`config.mk`:
```
export PLATFORM = sky130hd
export DESIGN_NAME = prot_seq
export DESIGN_NICKNAME = d
export VERILOG_FILES = /design/src/rtl/prot_pkg.sv /design/src/rtl/dbnc_timer.sv /design/src/rtl/oc_timer.sv /design/src/rtl/fault_pick.sv /design/src/rtl/prot_seq.sv
export SDC_FILE = /design/constraint.sdc
export NUM_CORES = 1
export LEC_CHECK = 0
export CORE_UTILIZATION = 62
export DETAILED_ROUTE_END_ITERATION = 8
export GPL_TIMING_DRIVEN = 1
export PLACE_DENSITY = 0.8
export SLEW_MARGIN = 30
export SYNTH_ARGS = -nofsm -noshare
export SYNTH_HDL_FRONTEND = slang
export SYNTH_HIERARCHICAL = 1
export SYNTH_SLANG_ARGS = --single-unit
export TNS_END_PERCENT = 20
```
`constraint.sdc`:
```
create_clock -name clk -period 3.02 [get_ports clk]
set_clock_uncertainty 0.15 [all_clocks]
set_input_delay 0.604 -clock clk [delete_from_list [all_inputs] [get_ports clk]]
set_output_delay 0.604 -clock clk [all_outputs]
set_load 0.005 [all_outputs]
```
`src/rtl/prot_pkg.sv`:
```
package prot_pkg;
  typedef enum logic [1:0] {
    ST_IDLE  = 2'd0,
    ST_RUN   = 2'd1,
    ST_LATCH = 2'd2
  } seq_state_e;

  localparam int NUM_FAULTS = 6;

  typedef enum logic [2:0] {
    FC_NONE = 3'd0,
    FC_SCP  = 3'd1,
    FC_OCP  = 3'd2,
    FC_OVP  = 3'd3,
    FC_OT2  = 3'd4,
    FC_OT1  = 3'd5,
    FC_OLP  = 3'd6
  } fault_code_e;
endpackage

```
`src/rtl/dbnc_timer.sv`:
```
module dbnc_timer #(
  parameter int LIM_A = 16,
  parameter int LIM_B = 16
) (
  input  logic clk,
  input  logic rst_n,
  input  logic en,
  input  logic cond,
  input  logic sel_b,
  output logic fire
);
  localparam int LMAX = (LIM_A > LIM_B) ? LIM_A : LIM_B;
  localparam int CW   = $clog2(LMAX + 1);

  logic [CW-1:0] cnt_q, cnt_d, lim_m1;
  logic          active;

  always_comb begin
    lim_m1 = sel_b ? CW'(LIM_B - 1) : CW'(LIM_A - 1);
    active = en && cond;
    fire   = active && (cnt_q >= lim_m1);
    cnt_d  = (active && !fire) ? cnt_q + 1'b1 : '0;
  end

  always_ff @(posedge clk or negedge rst_n) begin
    if (!rst_n) cnt_q <= '0;
    else        cnt_q <= cnt_d;
  end
endmodule

```
`src/rtl/oc_timer.sv`:
```
module oc_timer #(
  parameter int MARK = 4,
  parameter int LIM  = 16
) (
  input  logic clk,
  input  logic rst_n,
  input  logic en,
  input  logic cond,
  input  logic sag,
  output logic scp_fire,
  output logic ocp_fire
);
  localparam int CW = $clog2(LIM + 1);

  logic [CW-1:0] cnt_q, cnt_d;
  logic          active;

  always_comb begin
    active   = en && cond;
    scp_fire = active && sag && (cnt_q == CW'(MARK - 1));
    ocp_fire = active && (cnt_q == CW'(LIM - 1));
    cnt_d    = (active && !ocp_fire && !scp_fire) ? cnt_q + 1'b1 : '0;
  end

  always_ff @(posedge clk or negedge rst_n) begin
    if (!rst_n) cnt_q <= '0;
    else        cnt_q <= cnt_d;
  end
endmodule

```
`src/rtl/fault_pick.sv`:
```
module fault_pick
  import prot_pkg::*;
#(
  parameter int N = NUM_FAULTS
) (
  input  logic [N-1:0] hits,
  output logic         any,
  output logic [2:0]   code
);
  always_comb begin
    any  = |hits;
    code = 3'd0;
    for (int i = N - 1; i >= 0; i--) begin
      if (hits[i]) code = 3'(i + 1);
    end
  end
endmodule

```
`src/rtl/prot_seq.sv`:
```
module prot_seq
  import prot_pkg::*;
#(
  parameter int T_SCP     = 1875000,
  parameter int T_OCP     = 26875000,
  parameter int T_OVP     = 20000,
  parameter int T_OT1_NRM = 2000000,
  parameter int T_OT1_LGT = 6375000,
  parameter int T_OT2_NRM = 23125,
  parameter int T_OT2_LGT = 75625,
  parameter int T_OLP     = 26875000
) (
  input  logic       clk,
  input  logic       rst_n,
  input  logic       cs_over_oc,
  input  logic       vdd_above_on,
  input  logic       vdd_below_off,
  input  logic       vdd_below_sc,
  input  logic       vdd_above_ov,
  input  logic       vdd_below_restart,
  input  logic       vdd_below_release,
  input  logic       ntc_below_t1,
  input  logic       ntc_below_t2,
  input  logic       fb_above_open,
  input  logic       light_load,
  output logic       pwm_en,
  output logic       hv_en,
  output logic [2:0] fault_code
);
  seq_state_e st_q, st_d;
  logic       hv_q, hv_d;
  logic [2:0] code_q, code_d;
  logic       run;
  logic [NUM_FAULTS-1:0] hits;
  logic       hit_any;
  logic [2:0] hit_code;

  assign run = (st_q == ST_RUN);

  oc_timer #(.MARK(T_SCP), .LIM(T_OCP)) u_oc (
    .clk(clk), .rst_n(rst_n), .en(run), .cond(cs_over_oc), .sag(vdd_below_sc),
    .scp_fire(hits[0]), .ocp_fire(hits[1])
  );

  dbnc_timer #(.LIM_A(T_OVP), .LIM_B(T_OVP)) u_ov (
    .clk(clk), .rst_n(rst_n), .en(run), .cond(vdd_above_ov), .sel_b(1'b0),
    .fire(hits[2])
  );

  dbnc_timer #(.LIM_A(T_OT2_NRM), .LIM_B(T_OT2_LGT)) u_ot2 (
    .clk(clk), .rst_n(rst_n), .en(run), .cond(ntc_below_t2), .sel_b(light_load),
    .fire(hits[3])
  );

  dbnc_timer #(.LIM_A(T_OT1_NRM), .LIM_B(T_OT1_LGT)) u_ot1 (
    .clk(clk), .rst_n(rst_n), .en(run), .cond(ntc_below_t1), .sel_b(light_load),
    .fire(hits[4])
  );

  dbnc_timer #(.LIM_A(T_OLP), .LIM_B(T_OLP)) u_olp (
    .clk(clk), .rst_n(rst_n), .en(run), .cond(fb_above_open), .sel_b(1'b0),
    .fire(hits[5])
  );

  fault_pick #(.N(NUM_FAULTS)) u_pick (
    .hits(hits), .any(hit_any), .code(hit_code)
  );

  // next-state
  always_comb begin
    st_d   = st_q;
    code_d = code_q;
    unique case (st_q)
      ST_IDLE: if (vdd_above_on) st_d = ST_RUN;
      ST_RUN: begin
        if (hit_any) begin
          st_d   = ST_LATCH;
          code_d = hit_code;
        end else if (vdd_below_off) begin
          st_d = ST_IDLE;
        end
      end
      ST_LATCH: begin
        if (vdd_below_release) begin
          st_d   = ST_IDLE;
          code_d = 3'd0;
        end
      end
      default: st_d = ST_IDLE;
    endcase

    case (st_d)
      ST_IDLE:  hv_d = 1'b1;
      ST_RUN:   hv_d = 1'b0;
      default: begin
        if (st_q != ST_LATCH)       hv_d = 1'b0;
        else if (vdd_below_restart) hv_d = 1'b1;
        else if (vdd_above_on)      hv_d = 1'b0;
        else                        hv_d = hv_q;
      end
    endcase
  end

  // registers
  always_ff @(posedge clk or negedge rst_n) begin
    if (!rst_n) begin
      st_q   <= ST_IDLE;
      hv_q   <= 1'b1;
      code_q <= 3'd0;
    end else begin
      st_q   <= st_d;
      hv_q   <= hv_d;
      code_q <= code_d;
    end
  end

  assign pwm_en     = run;
  assign hv_en      = hv_q;
  assign fault_code = code_q;
endmodule

```
Word-level counts from Yosys, hierarchy flattened --
Index checks and enable logic that the tools add are counted. Widths: inputs -> output; s select.
Storage, ports and cells: register bits after elaboration 111, bits of input ports 13, output and inout port bits 5, word-level logic and storage cells 80
Cells by class: $add $sub $neg 5, $lt $le $gt $ge 4, equal/unequal tests 8, muxes and demuxes 25, reductions and logical operators 30
Operators with widths (count):
- $add 25x1->25 const B | 2
- $mux 25 | 2
- $mux 23 | 2
- $mux 17 | 2
- $eq 25x21->1 const B | 1
- $eq 25x25->1 const B | 1
- $ge 25x25->1 const B | 1
- $mux 3 | 8
- $add 23x1->23 const B | 1
- $ge 23x23->1 | 1
- $logic_and 1x1->1 | 18
- $add 17x1->17 const B | 1
- $ge 17x17->1 | 1
- $add 15x1->15 const B | 1
- $ge 15x15->1 const B | 1
- $mux 15 | 1
- $mux 2 | 4
- $logic_not 1->1 | 6
- $ne 2x2->1 const B | 3
- $pmux 2 s3 | 1
- $pmux 3 s2 | 1
- $reduce_or 6->1 | 1
- $reduce_bool 5->1 | 1
- $eq 2x1->1 const B | 2
- other kinds (6) | 9

Logic depth before layout (Yosys ltp) --
Gate-level depths: netlist of run 1.
word-level depth 11, mapped depth 11, gate-level depth less buffers 11

Hierarchy --
The synthesis of run 1 kept the hierarchy.
By module, submodules not included:
- dbnc_timer at u_ot1 | instances 1, cells each 148, area each 1532.7 µm², sequential area each 575.6 µm²
- oc_timer | instances 1, cells each 149, area each 1440.1 µm², sequential area each 625.6 µm²
- dbnc_timer at u_olp | instances 1, cells each 146, area each 1432.6 µm², sequential area each 625.6 µm²
- dbnc_timer at u_ot2 | instances 1, cells each 115, area each 1123.6 µm², sequential area each 425.4 µm²
- dbnc_timer at u_ov | instances 1, cells each 78, area each 777.0 µm², sequential area each 375.4 µm²
- prot_seq | instances 1, cells each 29, area each 282.8 µm², sequential area each 151.4 µm²
- fault_pick | instances 1, cells each 9, area each 56.3 µm², sequential area each 0.0 µm²

Least setup slack after synthesis of run 1 --
Ideal clock, no wire load.
path type in2reg, start input light_load, end register hv_q (netlist: hv_en), library setup time 0.084 ns, arrival 2.623 ns, required time 2.786 ns, setup slack 0.163 ns, stages 11, path buffers 0, path through inv_1 -> ha_1 -> a21oi_1 -> nand2_2 -> a221oi_4 -> a31oi_1 -> nor3_1 -> nand3b_1 -> or3b_1 -> a21oi_2 -> a21oi_1
Between the ends: cells in the longest elaborated chain, start to end 8, elaborated cells on any way between the ends 13, those cells by class 2 x order compare; 1 x eq/ne; 5 x mux; 5 x reduce/logical
RTL lines:
- from (decl) | line prot_seq.sv:25 | input logic light_load,
- $mux 23 (*) | line dbnc_timer.sv:19 | lim_m1 = sel_b ? CW'(LIM_B - 1) : CW'(LIM_A - 1);
- $ge 23x23->1 (*) | line dbnc_timer.sv:21 | fire = active && (cnt_q >= lim_m1);
- $logic_and 1x1->1 (*) | line dbnc_timer.sv:21
- via hits[4] | line prot_seq.sv:34 | logic [NUM_FAULTS-1:0] hits;
- $reduce_or 6->1 (*) | line fault_pick.sv:11 | any = |hits;
- via hit_any | line prot_seq.sv:35 | logic hit_any;
- $mux 2 (*) | line prot_seq.sv:76 | if (hit_any) begin
- $pmux 2 s3 (*) | line prot_seq.sv:73 | unique case (st_q)
- via st_d[0] | line prot_seq.sv:30 | seq_state_e st_q, st_d;
- $eq 2x1->1 or $logic_not 2->1 (tied branches) | line prot_seq.sv:92 | case (st_d)
- $pmux 1 s2 or $reduce_bool 5->1 (tied branches)
- to (signal assigned) | line prot_seq.sv:112 | hv_q <= hv_d;
- to (decl) | line prot_seq.sv:31 | logic hv_q, hv_d;
The timed path passes the listed nets; every way through them passes the cells marked *. A chain may end at the register's enable or synchronous reset.

Worst setup path after layout of run 1 --
start input light_load, end register hv_q (netlist: hv_en)
Between the ends: cells in the longest elaborated chain, start to end 8, elaborated cells on any way between the ends 13, those cells by class 2 x order compare; 1 x eq/ne; 5 x mux; 5 x reduce/logical
RTL lines (line):
- $mux 17 (*) | dbnc_timer.sv:19
- $ge 17x17->1 (*) | dbnc_timer.sv:21
- $logic_and 1x1->1 (*) | dbnc_timer.sv:21
- via hits[3] | prot_seq.sv:34
- $reduce_or 6->1 (*) | fault_pick.sv:11
- via hit_any | prot_seq.sv:35
- $mux 2 (*) | prot_seq.sv:76
- $pmux 2 s3 (*) | prot_seq.sv:73
- via st_d[0] | prot_seq.sv:30
- $eq 2x1->1 or $logic_not 2->1 (tied branches) | prot_seq.sv:92
- $pmux 1 s2 or $reduce_bool 5->1 (tied branches)
Marked as above.

==> impl_metrics.csv, run 1 <==
group,metric,value,unit
outcome,status,"complete, no violations",
critical_path,crit_arrival,3.03,ns
sta,fin_crit_sh,0.950,
clock_tree,cts_tree,"done",
sta,worst_slew_pin_slew,0.791,ns
sta,timing.fmax,348,MHz
floorplanning,die_w,106,µm
clock_tree,numCtsBuffers,9,
global_route,antenna_found_initial,0,
sta,min_period,2.87,ns
final_layout,num-nets-final,742,
synthesis,syn_area,0.00664,mm²
clock_tree,root_buffer,"clkbuf_8",
drt,drt-met1-wl,6020,µm
final_layout,n_antenna_cell,0,
hold_path,hp-class,"input port to asynchronous set/reset pin",
drt,drtAntennaViolNets,0,
critical_path,crit_fanout,4,
final_layout,stdcell_count,841,
critical_path,critical_path_buf_inv_count,2,
drt,avgRoutedWirePerCell,15.8,µm
global_route,grt_remaining_overflow,0,
final_layout,area_growth,9.10,%
pwr,peakVddDrop,0.363,mV
critical_path,cp_common_cell,"a21oi_1",
placement,io_buffers,17,
sta,finalMaxSlewViolations,0,
synthesis,synth_fp_nets,715,
drt,drt-total-wl,13300,µm
clock_tree,clk_pin_slew,0.10,ns
clock_tree,cts_hold_buf,0,
synthesis,yosys_warnings,6,
critical_path,criticalPathCategory,"input port to flip-flop",
placement,hpwl,9470,µm
global_route,grt_pass1_vias,4939,
global_route,grt_first_pass_wirelength,23100,µm
drt,top_layer_used,"met4",
floorplanning,rows,37,
drt,drt_iter0_drc,340,
clock_tree,clockBufferDepth,2,
critical_path,cp_top_family,"compound AO/OA/AOI/OAI gates",
floorplanning,coreArea,0.0104,mm²
clock_tree,cts_setup_buffers,0,
placement,place_congestion,0.860,
global_route,grt_use_total,0.258,
drt,post_drt_via_cell_ratio,6.22,
critical_path,cp.required,3.18,ns
pwr,power_leakage,2.74,nW
floorplanning,die_y,106,µm
clock_tree,cts.sinks,111,
floorplanning,initial_core_util,0.640,
clock_tree,insertion_delay,0.38,ns
sta,max_slew_margin,0.473,
critical_path,crit_path_end_kind,"flip-flop",
final_layout,drive_gt1_frac,0.156,
drt,num_vias,5232,
sta,hold_viol_final,0,
drt,drt-pass1-iter-count,5,
global_route,grt_max_degree,64,
critical_path,crit_chain,"dlygate4sd2_1 > buf_4 > ha_1 > a21oi_1 > a21oi_1 > o31ai_4 > a31oi_2 > nor3_2 > nand3b_1 > or3b_1 > a21oi_2 > a21oi_1",
floorplanning,io_pins,18,
floorplanning,die_area,0.0111,mm²
synthesis,syn_area_per_cell,9.87,µm²
critical_path,cpMaxStageDelayCell,"or3b_1",
pwr,power,2.54,mW
synthesis,syn_inst,673,
final_layout,final_core_utilization,0.699,
drt,drcViolationCount,0,
critical_path,worstSetupStartpointType,"input port",
pwr,p_per_area,350,mW/mm²
clock_tree,htree_num_levels,3,
drt,wl_met3,675,µm
drt,routed-wl-met2,6440,µm
sta,setup_viol,0,
critical_path,slowest_delay,0.38,ns
placement,place_inst,825,
sta,rsz0062_at_grt,"false",
job,drv_cap,0,
[through the flow]
step                hold slack (ns)  instance area (µm²)  setup TNS [ns]  worst slack (ns)
floorplan                     0.158                 6640               0             0.163
global placement              0.321                 7020           -2.20            -0.493
detailed placement            0.340                 7030           -3.26            -0.622
CTS                           0.165                 7230               0            0.0605
global route                  0.198                 7250               0            0.0215
finish                        0.145                 7250               0             0.150
[routing by layer]
metal | global-route usage | vias up
met4 | 0.0605 | 0
li1 | - | 2540
met3 | 0.0705 | 16
met2 | 0.419 | 129
met1 | 0.346 | 2547
met5 | 0 | -
[layout by cell type (no fill, tap or decap), types with 3 or more instances in the layout]
master             n
and3_1             8
or3_1             11
inv_1             19
and4_2             3
o31ai_1           11
o21ai_0           13
and4_1             7
o21ai_1            3
nand3b_1           3
nor3b_1            4
clkdlybuf4s50_1   15
or4_1             12
nor2b_1            4
clkinv_4           3
xor2_1            32
a211oi_2           6
nand2_1           39
a21oi_2            3
nand4b_1           3
nor2_2            26
or4_4              5
xnor2_1           41
clkbuf_8           9
a21oi_1           18
nor2_1            48
and2_1             3
nand2b_1           3
dfrtp_1          110
nor4_1            13
ha_1              29
a211oi_1          15
nor3_1            43
nand4_1           32
o22ai_1            3
nand3_1           35
buf_4             20
[worst paths after layout]
| check | startpoint | end | slack (ns) | cells past startpoint |
|---|---|---|---|---|
| worst max-delay path | light_load | hv_en$_DFFE_PN1P_ | 0.15 | 12 |
| worst min-delay path | rst_n | u_ot2/cnt_q[9]$_DFF_PN0_ | 0.14 | 1 |
| worst max register to register | u_olp/cnt_q[15]$_DFF_PN0_ | hv_en$_DFFE_PN1P_ | 0.17 | 9 |
| worst min register to register | u_ov/cnt_q[0]$_DFF_PN0_ | u_ov/cnt_q[0]$_DFF_PN0_ | 0.35 | 1 |
| max in group asynchronous | rst_n | u_ot1/cnt_q[13]$_DFF_PN0_ | 1.87 | 2 |
| min in group clk | u_ov/cnt_q[0]$_DFF_PN0_ | u_ov/cnt_q[0]$_DFF_PN0_ | 0.35 | 1 |
[area by class of cell]
type	count	area (µm²)
Clock buffer	9	124
Inverter	21	78.8
Timing Repair Buffer	39	360
Sequential cell	111	2780
Fill cell	783	3120
Clock inverter	7	56.3
Multi-Input combinational cell	518	3680
Tap cell	136	170
[flip-flops by register name (all words and copies together), names as in the netlist]
| name | count |
|---|---|
| u_oc/cnt_q | 25 |
| u_olp/cnt_q | 25 |
| u_ot1/cnt_q | 23 |
| u_ot2/cnt_q | 17 |
| u_ov/cnt_q | 15 |
| fault_code | 3 |
| st_q | 2 |
| hv_en | 1 |
[report_power, final]
| group | internal [mW] | leakage [nW] | switching (mW) | total [mW] |
|---|---|---|---|---|
| Clock | 0.308 | 0.0902 | 0.504 | 0.813 |
| Sequential | 1.50 | 1.54 | 0.0177 | 1.52 |
| Combinational | 0.0779 | 1.11 | 0.129 | 0.207 |
[timing repair]
| item | 4_1_cts | 5_1_grt |
|---|---|---|
| pin swaps | 0 | 3 |
| resized for setup | 5 | 6 |
| endpoints found under the setup margin | 5 | 2 |
No activity file was read; power rests on OpenSTA's default activity.
==> run 2: changes to the inputs <==
GPL_TIMING_DRIVEN = 0   (was 1)
==> run 2 against run 1 <==
Final area rose by 0.59%. Global-route usage rose by 1.4 points. Critical path depth rose by 1. Sequential power barely moved. Total power rose by 0.48%. Cell count rose by 0.59%. Sequential cell count did not move.
==> impl_metrics.csv, run 2 (synthesis gave the netlist of run 1 again) <==
group,metric,value,unit
critical_path,slowest_delay,0.30,ns
final_layout,final_common_cell,"dfrtp_1",
critical_path,criticalPathCategory,"input port to flip-flop",
critical_path,crit_path_end_kind,"flip-flop",
sta,fin_crit_sh,0.955,
global_route,grt_first_pass_wirelength,24200,µm
critical_path,r2r_start,"u_olp/cnt_q[15]$_DFF_PN0_",
sta,fin_tns_setup,0,ns
final_layout,stdcell_count,846,
clock_tree,insertion_delay,0.39,ns
critical_path,critical_path_buf_inv_count,3,
critical_path,startpoint,"light_load",
critical_path,worstSetupStartpointType,"input port",
floorplanning,die_y,106,µm
clock_tree,htree_num_levels,3,
sta,finalMaxSlewViolations,0,
drt,drt-pass1-iter-count,5,
placement,hpwl,9910,µm
sta,setup_slack,0.135,ns
critical_path,crit_arrival,3.02,ns
final_layout,area_growth,9.74,%
outcome,status,"complete, no violations",
sta,min_period,2.89,ns
clock_tree,cts_tree,"done",
drt,post_drt_via_cell_ratio,6.24,
placement,place_inst,827,
clock_tree,root_buffer,"clkbuf_8",
sta,max_slew_margin,0.616,
global_route,grt_use_total,0.272,
clock_tree,cts.sinks,111,
global_route,grt_remaining_overflow,0,
critical_path,r2r_slack,0.16,ns
global_route,antenna_found_initial,0,
drt,drcViolationCount,0,
final_layout,top_regs,"u_oc/cnt_q (25), u_olp/cnt_q (25), u_ot1/cnt_q (23)",
clock_tree,numCtsBuffers,9,
final_layout,n_antenna_cell,0,
critical_path,cp.required,3.15,ns
final_layout,n_fill_cell,813,
placement,place_congestion,0.871,
critical_path,crit_fanout,13,
clock_tree,cts_hold_buf,0,
critical_path,worstSetupEndpoint,"fault_code[2]$_DFFE_PN0P_",
job,drv_cap,0,
final_layout,layout_common_cells,"110 x dfrtp_1, 48 x nor2_1, 42 x nor3_1, 41 x xnor2_1, 39 x nand2_1",
sta,hold_viol_final,0,
critical_path,reg2reg_depth,9,
placement,dp_slack,-1.17,ns
sta,timing.fmax,347,MHz
floorplanning,rows,37,
pwr,p_per_area,350,mW/mm²
critical_path,path_depth,13,
final_layout,final_core_utilization,0.703,
final_layout,drive_gt1_frac,0.158,
critical_path,r2r-end,"hv_en$_DFFE_PN1P_",
drt,num_vias,5283,
hold_path,hp-class,"input port to asynchronous set/reset pin",
pwr,peakVddDrop,0.321,mV
floorplanning,die_area,0.0111,mm²
final_layout,num-nets-final,747,
sta,setup_viol,0,
clock_tree,clockBufferDepth,2,
clock_tree,clk_pin_slew,0.10,ns
floorplanning,die_w,106,µm
critical_path,cpMaxStageDelayCell,"nor3_2",
floorplanning,initial_core_util,0.640,
global_route,grt_pass1_vias,5153,
critical_path,crit_chain,"buf_6 > clkinvlp_4 > buf_4 > ha_4 > nand4_1 > nor3_2 > nand4_1 > a31oi_4 > nor3_2 > nand3b_1 > nand3b_1 > o22ai_1 > nor2_1",
critical_path,cp_top_family,"simple AND/OR/NAND/NOR gates",
pwr,power_leakage,2.75,nW
floorplanning,io_pins,18,
drt,drt_iter0_drc,320,
placement,io_buffers,17,
floorplanning,coreArea,0.0104,mm²
drt,drt-total-wl,14200,µm
drt,drtAntennaViolNets,0,
drt,avgRoutedWirePerCell,16.8,µm
sta,worst_slew_pin_slew,0.576,ns
global_route,grt_max_degree,62,
==> run 2: report_power, final <==
part | switching (mW) | internal (mW) | total (mW) | leakage [nW]
registers | 0.0181 | 1.50 | 1.52 | 1.54
clock network | 0.499 | 0.318 | 0.817 | 0.0918
logic | 0.137 | 0.0776 | 0.215 | 1.12
total | 0.654 | 1.90 | 2.55 | 2.75
==> run 2: through the flow <==
| step | cell area, µm² | power, mW | hold slack [ns] |
|---|---|---|---|
| final | 7290 | 2.55 | 0.0513 |
| after global routing | 7290 | 2.67 | 0.0740 |
| after CTS | 7200 | 2.59 | 0.0451 |
| after detailed placement | 7010 | 1.76 | 0.325 |
| after global placement | 6980 | 1.74 | 0.315 |
| after floorplan | 6640 | 1.66 | 0.158 |
==> run 2: what timing repair did <==
action,CTS,global route
gates resized for setup,9,10
setup buffers,0,3
pin swaps,0,3
endpoints found under the setup margin,53,6
==> run 2: worst register-to-register path: cells and delay by family (launching register included) <==
family,cells,cell delay [ns]
AO/OA/AOI/OAI,5,0.88
flip-flops,1,0.42
AND/OR/NAND/NOR,4,1.34
==> run 2: how the worst min path moves through the flow <==
stage	startpoint	to	slack (ns)	cells after the start
finish	rst_n	u_ot2/cnt_q[10]$_DFF_PN0_	0.05	1
global route	rst_n	u_olp/cnt_q[13]$_DFF_PN0_	0.07	1
CTS	rst_n	fault_code[1]$_DFFE_PN0P_	0.05	1
detailed placement	u_ov/cnt_q[0]$_DFF_PN0_	u_ov/cnt_q[0]$_DFF_PN0_	0.33	1
global placement	u_ov/cnt_q[0]$_DFF_PN0_	u_ov/cnt_q[0]$_DFF_PN0_	0.31	1
floorplan	rst_n	fault_code[0]$_DFFE_PN0P_	0.16	0
==> run 2: cell type report <==
class	instances	area, µm²	area share
plain buffers	23	151	0.0208
multi-input cells	518	3710	0.509
clock inverters	6	36.3	0.00498
inverters	21	82.6	0.0113
clock buffers	10	138	0.0189
well taps	136	170	0.0233
repair buffers	21	223	0.0306
flip-flops and latches	111	2780	0.381
==> run 2: routing by layer <==
layer	wire length [µm]	track usage	vias to the layer above
li1	-	-	2522
met1	6380	0.359	2603
met2	6880	0.448	143
met3	751	0.0668	15
met4	159	0.0774	0
met5	0	0	-
==> run 3: changes to the inputs <==
CAP_MARGIN = 5   (was default)
==> results of run 3 <==
Same layout as run 2: the final DEF is identical, and so are final timing and power.
